==> src/rtl/lfe_pkg.sv <==
package lfe_pkg;

    localparam int PAY_W   = 64;
    localparam int PAR_W   = 16;
    localparam int HDR_W   = 8;
    localparam int FRAME_W = HDR_W + PAR_W + PAY_W;
    localparam int SYM_W   = 4;
    localparam int N_CW    = 2;
    localparam int K_SYM   = PAY_W / (SYM_W * N_CW);
    localparam int TAP_NEAR = 39;
    localparam int TAP_FAR  = 58;

    localparam logic [HDR_W-1:0] SYNC_HDR = 8'h5A;
    localparam logic [SYM_W-1:0] GEN_C1   = 4'h6;  // alpha + alpha^2
    localparam logic [SYM_W-1:0] GEN_C0   = 4'h8;  // alpha^3

    typedef struct packed {
        logic [HDR_W-1:0] hdr;
        logic [PAR_W-1:0] par;
        logic [PAY_W-1:0] pay;
    } frame_t;

    // GF(16) multiply, field polynomial x^4 + x + 1
    function automatic logic [SYM_W-1:0] gf_mul(input logic [SYM_W-1:0] a,
                                                input logic [SYM_W-1:0] b);
        logic [SYM_W-1:0] acc, sh;
        acc = '0;
        sh  = a;
        for (int i = 0; i < SYM_W; i++) begin
            if (b[i]) acc = acc ^ sh;
            sh = {sh[SYM_W-2:0], 1'b0} ^ (sh[SYM_W-1] ? 4'b0011 : 4'b0000);
        end
        return acc;
    endfunction

    // Payload symbol j of interleaved codeword c
    function automatic logic [SYM_W-1:0] pay_sym(input logic [PAY_W-1:0] d,
                                                 input int c, input int j);
        return d[(2*j+c)*SYM_W +: SYM_W];
    endfunction

    // Horner evaluation of codeword c at point x
    function automatic logic [SYM_W-1:0] cw_eval(input logic [PAY_W-1:0] d,
                                                 input logic [PAR_W-1:0] p,
                                                 input int c,
                                                 input logic [SYM_W-1:0] x);
        logic [SYM_W-1:0] s;
        s = '0;
        for (int j = 0; j < K_SYM; j++) s = gf_mul(s, x) ^ pay_sym(d, c, j);
        s = gf_mul(s, x) ^ p[8*c+4 +: SYM_W];
        s = gf_mul(s, x) ^ p[8*c   +: SYM_W];
        return s;
    endfunction

endpackage

==> src/rtl/lfe_scrambler.sv <==
module lfe_scrambler #(
    parameter int W    = 64,
    parameter int TAPA = 39,
    parameter int TAPB = 58
) (
    input  logic         clk,
    input  logic         rst,
    input  logic         en,
    input  logic [W-1:0] din,
    output logic [W-1:0] dout
);
    localparam int HIST = TAPB;
    localparam int ZW   = HIST + W;

    // hist[HIST-1] is the most recent scrambled bit
    logic [HIST-1:0] hist;
    logic [ZW-1:0]   z;

    always_comb begin
        z = '0;
        z[HIST-1:0] = hist;
        for (int t = HIST; t < ZW; t++)
            z[t] = din[t-HIST] ^ z[t-TAPA] ^ z[t-TAPB];
    end

    assign dout = z[ZW-1:HIST];

    always_ff @(posedge clk) begin
        if (rst)     hist <= '0;
        else if (en) hist <= z[ZW-1:ZW-HIST];
    end

    // idle cycles leave the history untouched
    a_r5_hist_hold: assert property (@(posedge clk) disable iff (rst)
        !en |=> $stable(hist));

    // reset empties the history
    a_r1_hist_clear: assert property (@(posedge clk)
        rst |=> (hist == '0));

endmodule

==> src/rtl/lfe_rs_parity.sv <==
module lfe_rs_parity
    import lfe_pkg::*;
(
    input  logic [PAY_W-1:0] data,
    output logic [PAR_W-1:0] parity
);
    for (genvar c = 0; c < N_CW; c++) begin : g_cw
        logic [SYM_W-1:0] r1, r0, fb;
        always_comb begin
            r1 = '0;
            r0 = '0;
            fb = '0;
            for (int j = 0; j < K_SYM; j++) begin
                fb = pay_sym(data, c, j) ^ r1;
                r1 = r0 ^ gf_mul(fb, GEN_C1);
                r0 = gf_mul(fb, GEN_C0);
            end
        end
        assign parity[8*c +: 8] = {r1, r0};
    end

    // every codeword has zero syndromes at alpha and alpha^2
    always_comb begin
        a_r6_syndromes: assert (cw_eval(data, parity, 0, 4'h2) == '0 &&
                                cw_eval(data, parity, 0, 4'h4) == '0 &&
                                cw_eval(data, parity, 1, 4'h2) == '0 &&
                                cw_eval(data, parity, 1, 4'h4) == '0);
    end

endmodule

==> src/rtl/line_frame_encoder.sv <==
module line_frame_encoder
    import lfe_pkg::*;
(
    input  logic               clk,
    input  logic               rst,
    input  logic               in_valid,
    input  logic [PAY_W-1:0]   in_word,
    output logic               out_valid,
    output logic [FRAME_W-1:0] out_frame
);
    logic [PAY_W-1:0] scr_word;
    logic [PAY_W-1:0] s1_pay;
    logic             s1_valid;
    logic [PAR_W-1:0] s1_par;
    frame_t           frame_q;
    logic [1:0]       warm;

    lfe_scrambler #(.W(PAY_W), .TAPA(TAP_NEAR), .TAPB(TAP_FAR)) u_scr (
        .clk  (clk),
        .rst  (rst),
        .en   (in_valid),
        .din  (in_word),
        .dout (scr_word)
    );

    // stage 1: scrambled payload
    always_ff @(posedge clk) begin
        if (rst) begin
            s1_valid <= 1'b0;
            s1_pay   <= '0;
        end else begin
            s1_valid <= in_valid;
            if (in_valid) s1_pay <= scr_word;
        end
    end

    lfe_rs_parity u_rs (
        .data   (s1_pay),
        .parity (s1_par)
    );

    // stage 2: assembled frame
    always_ff @(posedge clk) begin
        if (rst) begin
            out_valid <= 1'b0;
            frame_q   <= '0;
        end else begin
            out_valid <= s1_valid;
            if (s1_valid) frame_q <= '{hdr: SYNC_HDR, par: s1_par, pay: s1_pay};
        end
    end

    assign out_frame = frame_q;

    always_ff @(posedge clk) begin
        if (rst)               warm <= '0;
        else if (warm != 2'd3) warm <= warm + 2'd1;
    end

    // fixed two-edge latency
    a_r2_latency: assert property (@(posedge clk) disable iff (rst)
        (warm >= 2'd2) |-> (out_valid == $past(in_valid, 2)));

    // sync header balanced and in front
    a_r3_header: assert property (@(posedge clk) disable iff (rst)
        out_valid |-> ($countones(out_frame[FRAME_W-1 -: HDR_W]) == 4 &&
                       out_frame[FRAME_W-1 -: HDR_W] == SYNC_HDR));

    // frame holds while nothing completes
    a_r7_hold: assert property (@(posedge clk) disable iff (rst)
        !s1_valid |=> $stable(out_frame));

endmodule

==> config.mk <==
export PLATFORM = sky130hd
export DESIGN_NAME = line_frame_encoder
export DESIGN_NICKNAME = d
export VERILOG_FILES = /design/src/rtl/lfe_pkg.sv /design/src/rtl/lfe_scrambler.sv /design/src/rtl/lfe_rs_parity.sv /design/src/rtl/line_frame_encoder.sv
export SDC_FILE = /design/constraint.sdc
export NUM_CORES = 1
export LEC_CHECK = 0
export BUFFER_PORTS_ARGS = -buffer_cell sky130_fd_sc_hd__buf_4
export CAP_MARGIN = 10
export CORE_MARGIN = 2
export CORE_UTILIZATION = 40
export CTS_CLUSTER_SIZE = 10
export DETAILED_ROUTE_END_ITERATION = 10
export PLACE_DENSITY_LB_ADDON = 0.2
export SYNTH_ARGS = -nofsm -noshare
export SYNTH_HDL_FRONTEND = slang
export SYNTH_HIERARCHICAL = 1
export SYNTH_SLANG_ARGS = --single-unit
==> constraint.sdc <==
create_clock -name clk -period 5.4 [get_ports clk]
set_input_delay 0.54 -clock clk [delete_from_list [all_inputs] [get_ports clk]]
set_output_delay 0.54 -clock clk [all_outputs]
set_load 0.03 [all_outputs]
# --- Word-level counts from Yosys, hierarchy flattened ---
# Cells that the tools add are included.
op_classes:
  n_bitwise: 220
  n_mux: 48
ops:
  columns: ["op", "count"]
  rows:
  - ["XOR 4 bit", 87]
  - ["XOR 1 bit", 128]
  - ["two-way mux 2 bit", 48]
  - ["XOR 4 x 2 -> 4 bit", 5]
word_totals:
  wordCells: 275
  register_bits: 205

# --- Depth between registers and ports, before layout ---
depth:
  word_depth: 54
  mapped_depth: 9
  ltp_nobuf: 8

# --- Modules after synthesis ---
# Netlist, hierarchy kept.
modules_own_cells:
  columns: ["module", "cells_per_inst", "instances", "area_each_um2"]
  rows:
  - ["line_frame_encoder", 479, 1, 5262.5]
  - ["lfe_scrambler", 339, 1, 3880.0]
  - ["lfe_rs_parity", 159, 1, 1890.6]

# --- Worst setup path after synthesis ---
# No wires, ideal clock.
synth_timing:
  kind: "reg2reg"
  from: "register s1_pay[4]"
  to: "register frame_q (netlist bit out_frame[75])"
  period_less_slack_ns: 2.793
  setup_slack_ns: 2.607
  path_stages_with_launch: 9
  arrival_time_ns: 2.676
  cell_sequence: "dfxtp_1 > xnor3_1 > xnor2_1 > xnor3_1 > xnor3_1 > xnor2_1 > xnor3_1 > mux2i_1 > nor2_1"
synth_between:
  elab_chain_len: 41
  word_cells_on_any_way: 60
synth_lines:
  columns: ["element", "line_no", "source"]
  rows:
  - ["start: declaration", "line_frame_encoder.sv:12", "logic [PAY_W-1:0] s1_pay;"]
  - ["start signal: assignment", "line_frame_encoder.sv:33", "if (in_valid) s1_pay <= scr_word;"]
  - ["XOR 4 bit *", "lfe_pkg.sv:31", "sh = {sh[SYM_W-2:0], 1'b0} ^ (sh[SYM_W-1] ? 4'b0011 : 4'b0000);"]
  - ["XOR 4 bit", "lfe_pkg.sv:31", null]
  - ["XOR 4 bit", "lfe_pkg.sv:30", "if (b[i]) acc = acc ^ sh;"]
  - ["XOR 4 bit", "lfe_rs_parity.sv:14", "fb = pay_sym(data, c, j) ^ r1;"]
  - ["XOR 4 bit", "lfe_pkg.sv:31", null]
  - ["two-way mux 2 bit", "lfe_pkg.sv:31", null]
  - ["XOR 4 bit", "lfe_pkg.sv:31", null]
  - ["XOR 4 bit", "lfe_pkg.sv:30", null]
  - ["(+25 left out)", null, null]
  - ["two-way mux 2 bit or XOR 4 x 2 -> 4 bit (tied branches)", null, null]
  - ["XOR 4 x 2 -> 4 bit or XOR 4 bit (tied branches)", null, null]
  - ["XOR 4 bit, on equally long branches", "lfe_pkg.sv:30, lfe_rs_parity.sv:15", null]
  - ["XOR 4 bit *", "lfe_rs_parity.sv:15", "r1 = r0 ^ gf_mul(fb, GEN_C1);"]
  - ["XOR 4 bit *", "lfe_rs_parity.sv:14", null]
  - ["XOR 4 x 2 -> 4 bit * (2 in a row)", "lfe_pkg.sv:31", null]
  - ["XOR 4 bit *", null, null]
  - ["net s1_par[11]", "line_frame_encoder.sv:14", "logic [PAR_W-1:0] s1_par;"]
  - ["end signal: assignment", "line_frame_encoder.sv:49", "if (s1_valid) frame_q <= '{hdr: SYNC_HDR, par: s1_par, pay: s1_pay};"]
  - ["end: declaration", "line_frame_encoder.sv:15", "frame_t frame_q;"]
# The timed path passes the listed nets; every way through them passes the cells marked *.
# A chain may end at the register's enable or synchronous reset.

# --- Final worst setup path ---
# Same ends and word-level chain as after synthesis.

==> metrics <==
status complete, no violations; CP top delay family XOR/XNOR gates; crit path max fanout 5; CP startpoint kind flip-flop; gpl congestion 0.880; WP buf/inv 0; drc violations 0; Combinational Power Share 66.6%; sequential share of power 20.1%; Syn-to-layout area delta 16.9%; initial core utilization 40.8%; FF+latch count, synth 205; Hold Crit Class input pin to flip-flop; initial DRC count 509; Root Buffer clkbuf_16; setup_tns 0 ns; area fraction of the dominant cell type after synthesis 37.2%; largest net degree at the start of global routing 162; CORE AREA 27000 um^2; Die ar. 28900 um^2; Clk pwr share 13.3%; I/O Pins 156; ys async rst share 0%; total power 11.0 mW; vias in the first global route 6814; CP Data Arrival Time 3.52 ns; Synth Cell Area 11000 um^2; Net Sw Frac 38.2%; fin crit share 58.0%; crit-path most repeated cell xnor3_1; Syn Inst Count 977; H-tree depth 1; Max Fclk 319 MHz; slew margin rel. 27.8%; DR vias/cell 4.95; most frequent cell after synthesis dfxtp_1; crit path cell chain xnor3_1 -> xnor2_1 -> xnor3_1 -> xnor3_1 -> xnor2_1 -> xnor3_1 -> mux2i_1 -> nor2_1; PortBufs 151; layout cells sized above 1 18.0%; CTS tree done; number of synthesized flops with an enable pin 0; Layout Skew 0.0107 ns; ys flop type dfxtp_1; RR Startpoint s1_pay[4]; Clock Sinks 205; Setup violations, final 0; CTS Buf Count 25; Post-CTS Setup Inserts 0; Post-DP HPWL 21900 um; CTS max path bufs 3; site row count 60; min cycle time layout 3.13 ns; unrepaired setup endpoints after global routing no; synthesized area per cell 11.3 um^2; post-cts sizing count 0; hold buffers post-CTS 0; Die W 170 um; top cells by area, synth dfxtp_1 (37%), mux2i_1 (16%), xnor2_1 (9.6%), xor3_1 (9.5%), nor2_1 (6.1%); CP peak stage delay 0.50 ns; worst-skew pair later-pin latency 0.52 ns; PD cells 850 nW/um^2; Hold Violations, Final 0; count of cell types in the netlist 30; post-synth top area cell dfxtp_1; hold path startpoint rst; antenna violations before repair 0; CP Class flip-flop to flip-flop; worst setup path startpoint s1_pay[4]; Final ANT Viol Nets 0; WL final 29300 um; Post-layout nets 1168; internal power 6.78 mW; routed len/inst 20.2 um; first-pass GRT wire length 42600 um; Seq/Total Area, Yosys 37.2%; Leak Pwr 5.69 nW; final core occ 47.7%; worst-case vdd ir drop 0.000847 V; total gr overflow 0; Syn. warnings 6; DRT Pass-1 Iters 5; via count 7177; Worst-Margin Slew 1.08 ns; Critical Path RT 5.79 ns; Post-synth top cells dfxtp_1 (205), nor2_1 (179), mux2i_1 (177); Slew Limit Fails 0; CP max-delay cell xnor3_1; All-Layer GR Usage 19.8%; ANT cells 0; Clock transition at path regs 0.06 ns; P_sw 4.19 mW; max_cap viols 0; die height 170 um; CP endpoint kind flip-flop
-- cells in the final DEF, fill, tap and decap left out, types with 6 or more instances in the layout --
master | netlist | final
dfxtp_1 | 205 | 204
nor2_1 | 179 | 179
mux2i_1 | 177 | 177
buf_4 | 12 | 152
xnor2_1 | 121 | 121
xor2_1 | 46 | 46
xor3_1 | 44 | 44
clkbuf_16 | 0 | 25
xnor3_1 | 23 | 23
nand2b_1 | 21 | 21
o221ai_1 | 19 | 19
nand2_1 | 13 | 13
nand3b_1 | 13 | 13
nand3_1 | 12 | 12
clkbuf_1 | 16 | 8
xnor3_2 | 6 | 6
inv_1 | 6 | 6
or3_1 | 6 | 6
-- cell type report --
| class | instances | area, um^2 |
|---|---|---|
| timing repair buffer | 155 | 1180 |
| fill | 2532 | 14100 |
| multi-input combinational | 708 | 6490 |
| clock inverter | 2 | 17.5 |
| tap | 341 | 427 |
| sequential | 205 | 4110 |
| clock buffer | 33 | 656 |
| inverter | 6 | 22.5 |
-- stage by stage --
step                      hold slack (ns)  worst slack (ns)  instance area, um^2  std cells
after global routing                0.412              2.12                12900       1450
after global placement              0.475              2.38                12200       1415
after floorplan                     0.462              2.61                11000        980
after CTS                           0.395              2.29                12900       1450
after detailed placement            0.485              2.30                12200       1415
final                               0.404              2.27                12900       1450
-- registers in the layout, indices dropped and copies added, names as in the netlist --
| signal | count |
|---|---|
| out_valid | 1 |
| s1_pay | 64 |
| s1_valid | 1 |
| out_frame | 81 |
| u_scr/hist | 58 |
-- power groups by stage --
| stage | logic (mW) | clock network (mW) | registers [mW] |
|---|---|---|---|
| 6_report | 7.30 | 1.46 | 2.21 |
| 5_1_grt | 7.90 | 1.55 | 2.25 |
| 4_1_cts | 7.34 | 1.49 | 2.21 |
| 3_5_place_dp | 7.32 | 0 | 2.24 |
| 3_3_place_gp | 7.21 | 0 | 2.24 |
| 2_1_floorplan | 6.07 | 0 | 2.17 |
-- routing by layer --
layer  vias to the layer above  track usage [%]  wire length, um  share of wire (%)
met5                         -                0                0                  0
met3                        35             2.91             1370                4.7
met4                         0             4.24              485                1.7
met1                      3436             28.0            13700                 47
li1                       3519                -                -                  -
met2                       187             32.1            13700                 47
-- worst reg2reg max path, cell delays in order, from the launching register on --
cell	delay [ns]
dfxtp_1	0.41
xnor3_1	0.50
xnor2_1	0.29
xnor3_1	0.50
xnor3_1	0.45
xnor2_1	0.24
xnor3_1	0.43
mux2i_1	0.13
nor2_1	0.05
-- worst paths after layout --
check | slack (ns) | depth (start not counted) | to
worst min register to register | 0.50 | 2 | out_frame[57]
worst max-delay path | 2.27 | 8 | out_frame[75]
worst max register to register | 2.27 | 8 | out_frame[75]
worst min-delay path | 0.40 | 2 | s1_pay[21]
-- cells by family (layout without fill, tap and decap cells) --
logic type / Yosys count / in the layout / synth area share, %
mux: 177 / 177 / 16.1
buf+inv: 67 / 196 / 4.14
xor+xnor: 250 / 250 / 30.6
flops: 205 / 205 / 37.2
other cells: 1 / 4 / 0.0340
compound gates: 25 / 25 / 1.98
simple gates: 252 / 252 / 10.0
(Power assumes the default switching activity.)
